==> src/rtl/chain_dma_pkg.sv <==
// Shared types and helpers for the descriptor chain sequencer.
// Assumes 32-bit descriptor words and the 2-bit width/chain encodings of the brief.
package chain_dma_pkg;

    // Externally visible progress codes; values are seen by the register block.
    typedef enum logic [1:0] {
        STAT_IDLE   = 2'd0,
        STAT_DESC   = 2'd1,
        STAT_WAIT   = 2'd2,
        STAT_ACCESS = 2'd3
    } stat_e;

    // Internal sequencer phases.
    typedef enum logic [2:0] {
        PH_IDLE,
        PH_FETCH,
        PH_CHECK,
        PH_STEP,
        PH_WAIT
    } phase_e;

    // Width code from the size word mapped to log2 of the element bytes.
    function automatic logic [1:0] width_log2(input logic [1:0] code);
        case (code)
            2'd3:    return 2'd0;
            2'd2:    return 2'd1;
            default: return 2'd2;
        endcase
    endfunction

endpackage

==> src/rtl/chain_word_fetch.sv <==
// Reads the four words of one descriptor, one request at a time, from a base
// address aligned down to a word. Assumes the memory answers each held
// request with one rd_valid cycle. The words stay stored until the next fetch.
module chain_word_fetch #(
    parameter int WORD_W = 32,
    parameter int N_WORDS = 4
) (
    input  logic              clk,
    input  logic              rst_n,
    input  logic              abort,
    input  logic              go,
    input  logic [WORD_W-1:0] base,
    output logic              rd_req,
    output logic [WORD_W-1:0] rd_addr,
    input  logic              rd_valid,
    input  logic [WORD_W-1:0] rd_data,
    output logic              fetch_done,
    output logic [WORD_W-1:0] words [N_WORDS]
);
    localparam int IDX_W = $clog2(N_WORDS);

    logic             active;
    logic [IDX_W-1:0] idx;
    logic [WORD_W-1:0] base_q;

    // Sequence control: start on go, advance the index on each returned word.
    always_ff @(posedge clk) begin
        if (!rst_n) begin
            active <= 1'b0;
            idx    <= '0;
            base_q <= '0;
        end else if (abort) begin
            active <= 1'b0;
        end else if (go) begin
            active <= 1'b1;
            idx    <= '0;
            base_q <= {base[WORD_W-1:2], 2'b00};
        end else if (active && rd_valid) begin
            idx <= idx + 1'b1;
            if (idx == IDX_W'(N_WORDS - 1)) active <= 1'b0;
        end
    end

    // One storage register per descriptor word.
    for (genvar g = 0; g < N_WORDS; g++) begin : g_word
        always_ff @(posedge clk) begin
            if (!rst_n)                                  words[g] <= '0;
            else if (active && rd_valid && idx == IDX_W'(g)) words[g] <= rd_data;
        end
    end

    assign rd_req     = active;
    assign rd_addr    = base_q + {{(WORD_W-IDX_W-2){1'b0}}, idx, 2'b00};
    assign fetch_done = active && rd_valid && (idx == IDX_W'(N_WORDS - 1));

endmodule

==> src/rtl/chain_desc_check.sv <==
// Decodes the size word into count and width, and flags a descriptor whose
// width code is reserved or whose count exceeds that width's maximum.
// Purely combinational; the caller decides when the result is used.
module chain_desc_check
    import chain_dma_pkg::*;
#(
    parameter int CNT_W      = 12,
    parameter int MAX_NARROW = 1023,
    parameter int MAX_WIDE   = 2047
) (
    input  logic [13:0]      size_field,
    output logic [CNT_W-1:0] count,
    output logic [1:0]       wlog,
    output logic             bad
);
    logic [1:0]       wcode;
    logic [CNT_W-1:0] limit;

    // Split fields and pick the limit for the width.
    always_comb begin
        wcode = size_field[13:12];
        count = size_field[CNT_W-1:0];
        wlog  = width_log2(wcode);
        limit = (wcode == 2'd0) ? CNT_W'(MAX_WIDE) : CNT_W'(MAX_NARROW);
        bad   = (wcode == 2'd1) || (count > limit);
    end

endmodule

==> src/rtl/chain_elem_ctr.sv <==
// Holds the current memory address and the remaining element count of the
// active descriptor; each step advances the address by the element size.
module chain_elem_ctr #(
    parameter int ADDR_W = 32,
    parameter int CNT_W  = 12
) (
    input  logic              clk,
    input  logic              rst_n,
    input  logic              load,
    input  logic              step,
    input  logic [ADDR_W-1:0] load_mem,
    input  logic [CNT_W-1:0]  load_cnt,
    input  logic [1:0]        load_wlog,
    output logic [ADDR_W-1:0] mem_addr,
    output logic [1:0]        wlog,
    output logic              rem_zero
);
    logic [CNT_W-1:0]  remaining;
    logic [ADDR_W-1:0] step_bytes;

    assign step_bytes = {{(ADDR_W-1){1'b0}}, 1'b1} << wlog;

    // Load a new descriptor or advance one element.
    always_ff @(posedge clk) begin
        if (!rst_n) begin
            mem_addr  <= '0;
            remaining <= '0;
            wlog      <= '0;
        end else if (load) begin
            mem_addr  <= load_mem;
            remaining <= load_cnt;
            wlog      <= load_wlog;
        end else if (step) begin
            mem_addr  <= mem_addr + step_bytes;
            remaining <= remaining - 1'b1;
        end
    end

    assign rem_zero = (remaining == '0);

endmodule

==> src/rtl/chain_dma_seq.sv <==
// Per-channel sequencer: runs one directly configured descriptor or walks a
// linked descriptor list, issuing one element request at a time.
// Assumes a data mover that acknowledges each held request once, and a read
// port that returns one word per held read request.
module chain_dma_seq
    import chain_dma_pkg::*;
#(
    parameter int WORD_W     = 32,
    parameter int CNT_W      = 12,
    parameter int MAX_NARROW = 1023,
    parameter int MAX_WIDE   = 2047
) (
    input  logic              clk,
    input  logic              rst_n,
    input  logic              start,
    input  logic              mode_sg,
    input  logic              abort,
    input  logic [WORD_W-1:0] cfg_dev_addr,
    input  logic [WORD_W-1:0] cfg_mem_addr,
    input  logic [WORD_W-1:0] cfg_size,
    input  logic [WORD_W-1:0] cfg_next,
    output logic              rd_req,
    output logic [WORD_W-1:0] rd_addr,
    input  logic              rd_valid,
    input  logic [WORD_W-1:0] rd_data,
    output logic              xfer_req,
    output logic [WORD_W-1:0] xfer_dev_addr,
    output logic [WORD_W-1:0] xfer_mem_addr,
    output logic [1:0]        xfer_width,
    input  logic              xfer_ack,
    output logic [1:0]        state_o,
    output logic              done_o,
    output logic              irq_o,
    output logic              err_o
);
    localparam int N_WORDS = 4;

    phase_e            phase;
    logic              sg_q;
    logic [WORD_W-1:0] dev_q;
    logic [WORD_W-1:0] link_q;

    logic [WORD_W-1:0] fwords [N_WORDS];
    logic              fetch_done;
    logic              fetch_go;
    logic [WORD_W-1:0] fetch_base;

    logic [WORD_W-1:0] src_dev, src_mem, src_size, src_link;
    logic [CNT_W-1:0]  chk_count;
    logic [1:0]        chk_wlog;
    logic              chk_bad;
    logic              size_hi_unused;

    logic              ctr_load, ctr_step, rem_zero;
    logic              follow;

    // Descriptor source: fetched words in chained mode, inputs otherwise.
    always_comb begin
        if (sg_q) begin
            src_dev  = fwords[0];
            src_mem  = fwords[1];
            src_size = fwords[2];
            src_link = fwords[3];
        end else begin
            src_dev  = cfg_dev_addr;
            src_mem  = cfg_mem_addr;
            src_size = cfg_size;
            src_link = cfg_next;
        end
    end
    assign size_hi_unused = ^src_size[WORD_W-1:14];

    assign follow   = sg_q && link_q[1];
    assign fetch_go = !abort &&
                      ((phase == PH_IDLE && start && mode_sg) ||
                       (phase == PH_STEP && rem_zero && follow));
    assign fetch_base = (phase == PH_IDLE) ? cfg_next : link_q;
    assign ctr_load   = !abort && phase == PH_CHECK && !chk_bad;
    assign ctr_step   = !abort && phase == PH_WAIT && xfer_ack;

    chain_word_fetch #(.WORD_W(WORD_W), .N_WORDS(N_WORDS)) i_fetch (
        .clk(clk), .rst_n(rst_n), .abort(abort), .go(fetch_go), .base(fetch_base),
        .rd_req(rd_req), .rd_addr(rd_addr), .rd_valid(rd_valid), .rd_data(rd_data),
        .fetch_done(fetch_done), .words(fwords)
    );

    chain_desc_check #(.CNT_W(CNT_W), .MAX_NARROW(MAX_NARROW), .MAX_WIDE(MAX_WIDE)) i_check (
        .size_field(src_size[13:0]), .count(chk_count), .wlog(chk_wlog), .bad(chk_bad)
    );

    chain_elem_ctr #(.ADDR_W(WORD_W), .CNT_W(CNT_W)) i_ctr (
        .clk(clk), .rst_n(rst_n), .load(ctr_load), .step(ctr_step),
        .load_mem(src_mem), .load_cnt(chk_count), .load_wlog(chk_wlog),
        .mem_addr(xfer_mem_addr), .wlog(xfer_width), .rem_zero(rem_zero)
    );

    // Main phase sequencer with registered done, interrupt and error outputs.
    always_ff @(posedge clk) begin
        if (!rst_n) begin
            phase  <= PH_IDLE;
            sg_q   <= 1'b0;
            dev_q  <= '0;
            link_q <= '0;
            done_o <= 1'b0;
            irq_o  <= 1'b0;
            err_o  <= 1'b0;
        end else begin
            done_o <= 1'b0;
            irq_o  <= 1'b0;
            if (abort) begin
                phase <= PH_IDLE;
            end else begin
                case (phase)
                    PH_IDLE: if (start) begin
                        sg_q  <= mode_sg;
                        err_o <= 1'b0;
                        phase <= mode_sg ? PH_FETCH : PH_CHECK;
                    end
                    PH_FETCH: if (fetch_done) phase <= PH_CHECK;
                    PH_CHECK: if (chk_bad) begin
                        err_o <= 1'b1;
                        irq_o <= 1'b1;
                        phase <= PH_IDLE;
                    end else begin
                        dev_q  <= src_dev;
                        link_q <= src_link;
                        phase  <= PH_STEP;
                    end
                    PH_STEP: if (!rem_zero) begin
                        phase <= PH_WAIT;
                    end else if (follow) begin
                        irq_o <= link_q[0];
                        phase <= PH_FETCH;
                    end else begin
                        done_o <= 1'b1;
                        irq_o  <= link_q[0];
                        phase  <= PH_IDLE;
                    end
                    PH_WAIT: if (xfer_ack) phase <= PH_STEP;
                    default: phase <= PH_IDLE;
                endcase
            end
        end
    end

    // External state code derived from the phase.
    always_comb begin
        case (phase)
            PH_IDLE:  state_o = STAT_IDLE;
            PH_FETCH: state_o = STAT_DESC;
            PH_WAIT:  state_o = STAT_WAIT;
            default:  state_o = STAT_ACCESS;
        endcase
    end

    assign xfer_req      = (phase == PH_WAIT);
    assign xfer_dev_addr = dev_q;

endmodule

==> config.mk <==
export PLATFORM = sky130hd
export DESIGN_NAME = chain_dma_seq
export DESIGN_NICKNAME = d
export VERILOG_FILES = /design/src/rtl/chain_dma_pkg.sv /design/src/rtl/chain_word_fetch.sv /design/src/rtl/chain_desc_check.sv /design/src/rtl/chain_elem_ctr.sv /design/src/rtl/chain_dma_seq.sv
export SDC_FILE = /design/constraint.sdc
export NUM_CORES = 1
export LEC_CHECK = 0
export BUFFER_PORTS_ARGS = -buffer_cell sky130_fd_sc_hd__buf_2
export CORE_MARGIN = 2
export CORE_UTILIZATION = 40
export DETAILED_ROUTE_END_ITERATION = 10
export PLACE_DENSITY_LB_ADDON = 0.05
export SYNTH_ARGS = -nofsm -noshare
export SYNTH_HDL_FRONTEND = slang
export SYNTH_SLANG_ARGS = --single-unit
==> constraint.sdc <==
create_clock -name clk -period 8.38 [get_ports clk]
set_clock_uncertainty 0.15 [all_clocks]
set_input_delay 0.419 -clock clk [delete_from_list [all_inputs] [get_ports clk]]
set_output_delay 0.419 -clock clk [all_outputs]
set_load 0.005 [all_outputs]
Word-level counts from Yosys, hierarchy flattened
Index checks and enable logic that the tools add are counted.
- shifts and indexed selects: 1
- multiplexer cells: 32
- div/mod/pow operators: 0
- bitwise operators: 5
- $lt $le $gt $ge: 1
- reductions and logical operators: 36
- add/subtract/negate cells: 4
- multipliers: 0
- equal/unequal tests: 14
- operators by type and width (operator ; count):
    two-way mux 32 bit ; 6
    adder 32 bit ; 1
    adder 32 x 4 -> 32 bit ; 1
    left shift 1 x 2 -> 32 bit (first input constant) ; 1
    two-way mux 12 bit ; 2
    logical AND 1 bit ; 15
    case mux 3 bit (5 select lines) ; 1
    two-way mux 14 bit ; 1
    greater-than comparator 12 bit ; 1
    logical NOT 12 bit ; 1
    two-way mux 3 bit ; 4
    subtractor 12 x 1 -> 12 bit (second input constant) ; 1
    two-way mux 11 bit ; 1
    two-way mux 1 bit ; 9
    AND reduction 3 bit ; 3
    == test 2 bit (second input constant) ; 4
    two-way mux 2 bit ; 4
    nonzero test 2 bit ; 4
    == test 3 x 2 -> 1 bit (second input constant) ; 2
    != test 2 bit (second input constant) ; 3
    case mux 2 bit (3 select lines) ; 1
    AND reduction 2 bit ; 3
    NOT 1 bit ; 5
    == test 2 x 1 -> 1 bit (second input constant) ; 2
    other kinds (13) ; 17
- ROM bits: 0
- bits in writable memories: 0
- memories kept: 0
- input port bits: 167
- bits in latches: 0
- output and inout bits: 105
- register bits: 260

Longest topological paths before layout
Gate-level depths: netlist of run 1.
- depth in word-level cells: 8
- depth in mapped cells: 13
- gate-level depth less buffers: 10

By module
Synthesis of run 1 repeated with hierarchy kept, for this count alone.
- cells, all modules: 1571
- area total of the unflattened synthesis: 13745.7 µm²
- modules (own cells, without submodules) (module ; cells an instance ; area each (µm²) ; instances ; seq. area each (µm²)):
    chain_word_fetch ; 805 ; 6628.9 ; 1 ; 3223.1
    chain_dma_seq ; 431 ; 4374.2 ; 1 ; 1421.4
    chain_elem_ctr ; 313 ; 2592.5 ; 1 ; 920.9
    chain_desc_check ; 22 ; 150.1 ; 1 ; 0.0

Worst setup path after synthesis of run 1
No wires, ideal clock.
- path kind: register to register
- from: register sg_q
- to: register i_ctr.mem_addr[5]
- stages on the path, launching flop included: 13
- setup time: 58 ps
- path slack: 5553 ps
- arrival time: 2619 ps
- period minus slack after synthesis: 2827 ps
- required time: 8172 ps
- buffers on the path: 5
- cell sequence: dfxtp_1 -> buf_4 -> buf_2 -> buf_1 -> o32a_1 -> ha_1 -> o21ai_1 -> a21oi_1 -> a31o_1 -> buf_4 -> buf_2 -> a221oi_1 -> o21a_1
- word-level cells in the longest chain between the ends: 8
- elaborated cells on any way between the ends: 11
- those cells by class: 1 x order compare; 1 x eq/ne; 4 x mux; 5 x reduce/logical
- RTL lines (what ; line ; source):
    from (decl) ; chain_dma_seq.sv:39 ; logic sg_q;
    from (signal assigned) ; chain_dma_seq.sv:115 ; sg_q <= mode_sg;
    two-way mux 14 bit ; chain_dma_seq.sv:59 ; if (sg_q) begin
    logical NOT 2 bit ; chain_desc_check.sv:24 ; limit = (wcode == 2'd0) ? CNT_W'(MAX_WIDE) : CNT_W'(MAX_NARROW);
    two-way mux 11 bit ; chain_desc_check.sv:24 ;
    greater-than comparator 12 bit ; chain_desc_check.sv:25 ; bad = (wcode == 2'd1) || (count > limit);
    logical OR 1 bit ; chain_desc_check.sv:25 ;
    logical NOT 1 bit ; chain_dma_seq.sv:78 ; assign ctr_load = !abort && phase == PH_CHECK && !chk_bad;
    logical AND 1 bit ; chain_dma_seq.sv:78 ;
    two-way mux 32 bit or nonzero test 2 bit (tied branches) ; n/a ;
    to (signal assigned) ; chain_elem_ctr.sv:30 ; mem_addr <= load_mem;
    to (signal assigned) ; chain_elem_ctr.sv:34 ; mem_addr <= mem_addr + step_bytes;
    to (decl) ; chain_elem_ctr.sv:14 ; output logic [ADDR_W-1:0] mem_addr,
Parallel ways exist; a longest one is shown, timed or not.
A chain may end at the register's enable or synchronous reset.

Worst setup path after layout of run 1
- from: register sg_q
- to: register link_q[20]
- word-level cells in the longest chain between the ends: 7
- elaborated cells on any way between the ends: 9
- those cells by class: 1 x order compare; 1 x eq/ne; 3 x mux; 1 x bitwise; 3 x reduce/logical
- RTL lines (what ; line ; source):
    two-way mux 14 bit ; chain_dma_seq.sv:59 ;
    logical NOT 2 bit ; chain_desc_check.sv:24 ;
    two-way mux 11 bit ; chain_desc_check.sv:24 ;
    greater-than comparator 12 bit ; chain_desc_check.sv:25 ;
    logical OR 1 bit ; chain_desc_check.sv:25 ;
    NOT 1 bit (no line) ; n/a ;
    AND reduction 3 bit (no line) ; n/a ;
    to (signal assigned) ; chain_dma_seq.sv:126 ; link_q <= src_link;
    to (decl) ; chain_dma_seq.sv:41 ; logic [WORD_W-1:0] link_q;
Parallel ways exist; a longest one is shown, timed or not.

==> metrics.md, run 1 <==
| Metric | Value |
|---|---|
| First-pass GRT wire length | `59400 um` |
| Clock buffer count from CTS | `30` |
| Layout fillers | `3165` |
| Pwr Density | `189 nW/um2` |
| CTS max path bufs | `3` |
| Vias | `11045` |
| Crit Path Max Fanout | `128` |
| Total Routed Length | `38700 um` |
| Final Hold Fails | `0` |
| GR Overflow Total | `0` |
| Status | `finished, final reports clean` |
| VDD IR max | `roughly 0.14 mV` |
| Post-synth EDFFs | `0` |
| CTS H-Tree Depth | `1` |
| CP Class | `reg -> reg` |
| WP data arrival | `around 4400 ps` |
| Ys async rst share | `0%` |
| Total Neg Setup Slack | `0 ps` |
| Root Buffer | `clkbuf_16` |
| Final Cycle Share | `48.2%` |
| Worst Setup End Kind | `flip-flop` |
| Critical Path RT | `8690 ps` |
| Slowest cell on crit path | `buf_4` |
| Average cell area after synthesis | `8.74 um2` |
| Hold Crit Class | `in -> reg` |
| Buf+Inv Stages, Crit Path | `2` |
| Drc violations | `0` |
| Synth Warn # | `0` |
| Initial detailed-routing violation count | `508` |
| Slew @ Worst Pin | `1090 ps` |
| Max-slew violations | `0` |
| Fin nets | `around 1800` |
| Detailed Routing Iterations Pass 1 | `4` |
| CP startpoint kind | `flip-flop` |
| RSZ-0062 raised after global routing | `false` |
| Initial antenna violation count | `5` |
| Routed Antenna Nets | `0` |
| #FFs+latches synth | `260` |
| Reg area | `between 5000 and 6000 um2` |
| Lkg Pwr | `~0.0057 uW` |
| Mapped Cells | `1457` |
| Layout cells sized above 1 | `25.3%` |
| CTS tree | `built` |
| Vias/cell | `5.33` |
| Rel. slew slack | `between 20% and 30%` |
| Area Overhead vs Synth | `19.3%` |
| GP Congestion | `0.842` |
| Core Footprint | `31500 um2` |
| Largest stage delay, worst path | `740 ps` |
| I/O pin count | `roughly 270` |
| Multi-input logic area | `6910 um2` |
| Ys flop type | `dfxtp_1` |
| Worst-skew pair later-pin latency | `560 ps` |
| Final Util | `48.2%` |
| Die Area | `between 30000 and 40000 um2` |
| F_max | `0.248 GHz` |
| DP Wirelength | `between 20000 and 30000 um` |
| Routed length per placed instance | `18.7 um` |
| Register area share after synthesis | `40.9%` |
| Core Rows | `65` |
| Tmin final | `about 4000 ps` |
| Top Family by Delay on Critical Path | `compound AO/OA/AOI/OAI gates` |
| Worst-path cell chain | `buf_4, mux2_2, ha_1, o21ai_1, a21oi_1, a31o_4, buf_12, nor2_1, a211oi_1` |
| Vias in the first global route | `10414` |
| Design Power | `around 2900 uW` |
| Largest net degree at the start of global routing | `129` |
| Clock Pin Slew Worst Setup and Hold Paths | `60 ps` |
| Synth unique cells | `76` |
| # clock sinks | `260` |
| Number of max-cap violations | `0` |
| Die Height | `182 um` |
| Mapped Area | `12700 um2` |
| Setup violators final | `0` |
| IO Port Bufs | `251` |
| GR Util All Layers | `between 20% and 30%` |
| PostCTS Resize Cnt | `0` |
| Starting density of the core | `about two fifths` |
| Die W | `182 um` |
-- cell type report --
| cell class | count | area share [%] |
|---|---|---|
| tap | 402 | 3.31 |
| multi-input combinational | 1063 | 45.5 |
| sequential | 260 | 34.3 |
| timing repair buffer | 275 | 9.68 |
| clock inverter | 10 | 1.01 |
| clock buffer | 40 | 5.60 |
| inverter | 22 | 0.593 |
| antenna | 1 | 0.0165 |
-- worst reg2reg max path, stage by stage, from the launching register on --
cell	delay, ps
dfxtp_4	330
buf_4	740
mux2_2	470
ha_1	280
o21ai_1	50
a21oi_1	340
a31o_4	570
buf_12	410
nor2_1	370
a211oi_1	230
-- state kept, by name (all words and copies together) (netlist names), 2 cells and up --
name and cells:
i_fetch.idx 2, i_fetch.words 110, i_fetch.base_q 30, xfer_dev_addr 32, i_ctr.mem_addr 32, link_q 32, i_ctr.remaining 12, phase 3
i_ctr.wlog 2
-- what timing repair did --
item,in CTS,in global routing
endpoints found under the hold margin,18,0
setup buffers,0,0
hold buffers,8,0
-- through the flow --
| stage | setup WS, ps | hold slack (ps) | instance area, um2 | cells |
|---|---|---|---|---|
| after floorplan | 5550 | 282 | 12700 | 1458 |
| after global placement | 4440 | 292 | 14100 | 2014 |
| after detailed placement | 4400 | 296 | 14100 | 2014 |
| after CTS | 4390 | 1.11 | 15200 | 2072 |
| after global routing | 4110 | 10.4 | 15200 | 2072 |
| final | 4340 | 14.7 | 15200 | 2073 |
-- routing by layer --
metal | track usage (%) | vias to the layer above | part of all wire, %
met5 | 0 | - | 0.083
met4 | 6.42 | 6 | 2.7
met1 | 29.7 | 5211 | 45
met3 | 4.63 | 71 | 5.4
li1 | - | 5491 | -
met2 | 37.8 | 266 | 47
-- layout by cell type (no fill, tap or decap), types with 5 or more instances in the layout --
cell,count
dfxtp_1,259
nand2b_1,9
a211oi_2,69
a21oi_1,142
nand3_1,26
nand2_1,261
mux2_2,21
nand4_1,31
xnor2_1,36
nor2_1,132
mux2i_1,115
xor2_1,18
buf_4,15
dlygate4sd3_1,8
buf_2,251
nor4_1,5
clkbuf_1,5
nor3_1,15
nor2b_1,9
clkbuf_16,31
and3_1,14
o21ai_0,22
inv_1,21
clkinv_2,5
ha_1,12
a211oi_1,44
and2_1,8
-- worst paths after layout --
kind                            slack (ps)         startpoint  depth (start not counted)           endpoint
worst min register to register         300  i_fetch.words[14]                          2  i_fetch.words[14]
worst max-delay path                  4340               sg_q                          9         link_q[20]
worst min-delay path                    10        rd_data[14]                          3  i_fetch.words[14]
worst max register to register        4340               sg_q                          9         link_q[20]
-- cell usage after synthesis, drive strengths merged, types with 4 or more instances --
cell	number	area, um2
nand2	261	980
mux2i	115	1150
xor2	18	158
dfxtp	260	5200
nor2b	9	56.3
nor3	17	101
a211oi	113	1190
nor4b	5	50.0
nand4	31	194
nand2b	9	56.3
buf	51	343
and4	4	35.0
mux2	21	236
a21oi	142	711
nand3	27	135
and3	15	98.8
inv	22	82.6
nor2	134	518
o21ai	23	115
nor4	6	43.8
ha	12	150
clkbuf	62	233
a31oi	4	25.0
xnor2	36	315
and2	9	57.6
-- power by group --
part           total (uW)  internal (uW)  switching [uW]
sequential           1270           1250            16.8
clock                1360            825             531
combinational         242            101             141
-- cell families after synthesis --
| family | Yosys count | synth area share (%) |
|---|---|---|
| other | 1 | 0.0295 |
| flip-flops | 260 | 40.9 |
| adder cells (fa/ha/maj) | 14 | 1.49 |
| buffers and inverters | 135 | 5.17 |
| XOR/XNOR | 54 | 3.72 |
| multiplexers | 136 | 10.9 |
| AND/OR/NAND/NOR | 537 | 19.0 |
| AO/OA/AOI/OAI | 320 | 18.8 |
Power figures use the tool's default switching activity.
==> run 2: changes to the inputs <==
==> constraint.sdc (replaced) <==
create_clock -name clk -period 3.9 [get_ports clk]
set_clock_uncertainty 0.15 [all_clocks]
set_input_delay 0.195 -clock clk [delete_from_list [all_inputs] [get_ports clk]]
set_output_delay 0.195 -clock clk [all_outputs]
set_load 0.005 [all_outputs]
==> metrics.md, run 2 (synthesis results as in run 1) <==
| Metric | Value |
|---|---|
| GR Overflow Total | `0 (unchanged)` |
| CTS max path bufs | `3 (unchanged)` |
| First-pass GRT wire length | `62500 um (+5.1%)` |
| Detailed Routing Iterations Pass 1 | `5 (+1)` |
| IO Port Bufs | `251 (unchanged)` |
| Drc violations | `0 (unchanged)` |
| I/O pin count | `272 (unchanged)` |
| Design Power | `6090 uW (+110%)` |
| Gate power share | `10.3% (+1.9 points)` |
| Final hold slack | `84.2 ps (+69.5 ps)` |
| Critical Path RT | `3560 ps (-5130 ps)` |
| Die Height | `182 um (unchanged)` |
| VDD IR max | `0.322 mV (+130%)` |
| Die Area | `33300 um2 (unchanged)` |
| RSZ-0062 raised after global routing | `false` |
| CP startpoint kind | `flip-flop` |
| Worst Setup End Kind | `primary output` |
| Fin nets | `1979 (+8.0%)` |
| Pre-CTS setup slack | `650 ps (-3750 ps)` |
| PostCTS Resize Cnt | `0 (unchanged)` |
| Vias/cell | `5.19 (-2.5%)` |
| Rel. slew slack | `20.1% (-7.2 points)` |
| Core Rows | `65 (unchanged)` |
| Hold Crit Class | `in -> reg` |
| Routed Antenna Nets | `0 (unchanged)` |
| Number of max-cap violations | `0 (unchanged)` |
| Clock Pin Slew Worst Setup and Hold Paths | `60 ps (about the same)` |
| Largest net degree at the start of global routing | `149 (+16%)` |
| Root Buffer | `clkbuf_16` |
| Layout fillers | `2982 (-5.8%)` |
| Crit Path Max Fanout | `5 (-96%)` |
| CTS H-Tree Depth | `1 (unchanged)` |
| Status | `finished, final reports clean` |
| Core Footprint | `31500 um2 (unchanged)` |
| Routed length per placed instance | `18.1 um (-3.1%)` |
| Vias in the first global route | `11011 (+5.7%)` |
| Tmin final | `3540 ps` |
| Total Neg Setup Slack | `0 ps (unchanged)` |
| Area Overhead vs Synth | `30.3%` |
| GP Congestion | `0.855 (+1.5%)` |
| Number of post-CTS setup repair buffers | `0 (unchanged)` |
| Clock buffer count from CTS | `30 (unchanged)` |
| Final Hold Fails | `0 (unchanged)` |
| DP Wirelength | `26800 um (+1.9%)` |
| Worst-skew pair later-pin latency | `560 ps (about the same)` |
| GR Util All Layers | `23.6% (+1.0 points)` |
| Switching pwr | `1510 uW (+120%)` |
| WP data arrival | `3190 ps (-1160 ps)` |
| Final Cycle Share | `90.7%` |
| Vias | `11551 (+4.6%)` |
| Max-slew violations | `0 (unchanged)` |
| Slew @ Worst Pin | `1200 ps (+108 ps)` |
| # clock sinks | `260 (unchanged)` |
| Die W | `182 um (unchanged)` |
| F_max | `between 0.2 and 0.3 GHz` |
| Most frequent cells in the layout | `261 x nand2_1, 259 x dfxtp_1, 251 x buf_2` |
| Pwr Density | `367 nW/um2 (+94%)` |
| Largest Register | `i_fetch.words` |
| Sequential power share | `44.9% (+0.6 points)` |
| Most common cell after layout, fill and taps aside | `nand2_1` |
| Initial antenna violation count | `1 (-4)` |
| Lkg Pwr | `0.00630 uW (+10%)` |
| CTS tree | `built` |
| Clk pwr share | `44.8% (-2.5 points)` |
| Setup violators final | `0 (unchanged)` |
| Int Pwr | `4580 uW (+110%)` |
| Final Worst Setup Slack | `362 ps (-3980 ps)` |
| Layout cells sized above 1 | `23.5% (-1.8 points)` |
| Total Routed Length | `40200 um (+4.0%)` |
| Max FFs per register | `110 (unchanged)` |
| Switch share | `24.8% (+0.77 points)` |
| CP Class | `reg -> out` |
| Final Util | `52.7% (+4.5 points)` |
| Initial detailed-routing violation count | `526 (+3.5%)` |
| Starting density of the core | `40.4% (unchanged)` |
==> run 2: cell count changes in the layout (fill, tap and decap cells not counted), moves of 2 or more <==
cell           delta
bufinv_16         -3
dlygate4sd3_1   +139
clkbuf_1          +6
buf_4             +5
buf_12            +2
==> run 2: path summary, 6_finish.rpt <==
check	slack, ps	to	startpoint	cells after the start
worst max-delay path	360	rd_addr[26]	i_fetch.idx[0]	9
worst max register to register	460	i_ctr.wlog[0]	sg_q	9
worst min-delay path	80	i_ctr.remaining[10]	cfg_size[10]	4
worst min register to register	300	i_fetch.words[5]	i_fetch.words[5]	2
==> run 2: per-stage QoR <==
step	cell area, um2	cells
2_1_floorplan	12700	1458
3_3_place_gp	14200	2021
3_5_place_dp	14200	2021
4_1_cts	16600	2223
5_1_grt	16600	2224
6_report	16600	2224
==> run 2: power by group through the flow <==
| stage | sequential [uW] | combinational (uW) | clock, uW |
|---|---|---|---|
| 6_report | 2730 | 627 | 2730 |
| 5_1_grt | 2740 | 678 | 2900 |
| 4_1_cts | 2730 | 629 | 2800 |
| 3_5_place_dp | 2790 | 513 | 0 |
| 3_3_place_gp | 2790 | 512 | 0 |
| 2_1_floorplan | 2770 | 315 | 0 |
==> run 2: layout make-up <==
| class | instances | area [um2] | area share [%] |
|---|---|---|---|
| multi-input combinational | 1063 | 6900 | 41.6 |
| sequential | 260 | 5210 | 31.4 |
| timing repair buffer | 421 | 2940 | 17.7 |
| clock buffer | 46 | 861 | 5.19 |
| tap | 402 | 503 | 3.03 |
| inverter | 22 | 90.1 | 0.543 |
| clock inverter | 9 | 87.6 | 0.528 |
| antenna | 1 | 2.50 | 0.0151 |
==> run 2: timing repair <==
item                                    CTS  global route
hold endpoints to repair                255             0
hold buffers                            147             0
endpoints found under the setup margin    0             0
==> run 2: worst max-delay path: stages, from the launching register on <==
cell and delay (ps):
dfxtp_1 420, ha_1 200, inv_1 50, fa_1 490
nor4b_1 550, and2b_1 290, nand2_1 160, nor3_1 210
xnor2_1 140, buf_2 130
==> run 2: routing by layer <==
metal	vias to the layer above	GRT usage [%]	wire length, um
li1	5799	-	-
met4	0	6.97	1100
met5	-	0	0
met1	5406	31.6	18500
met2	284	39.6	18700
met3	62	3.49	1890
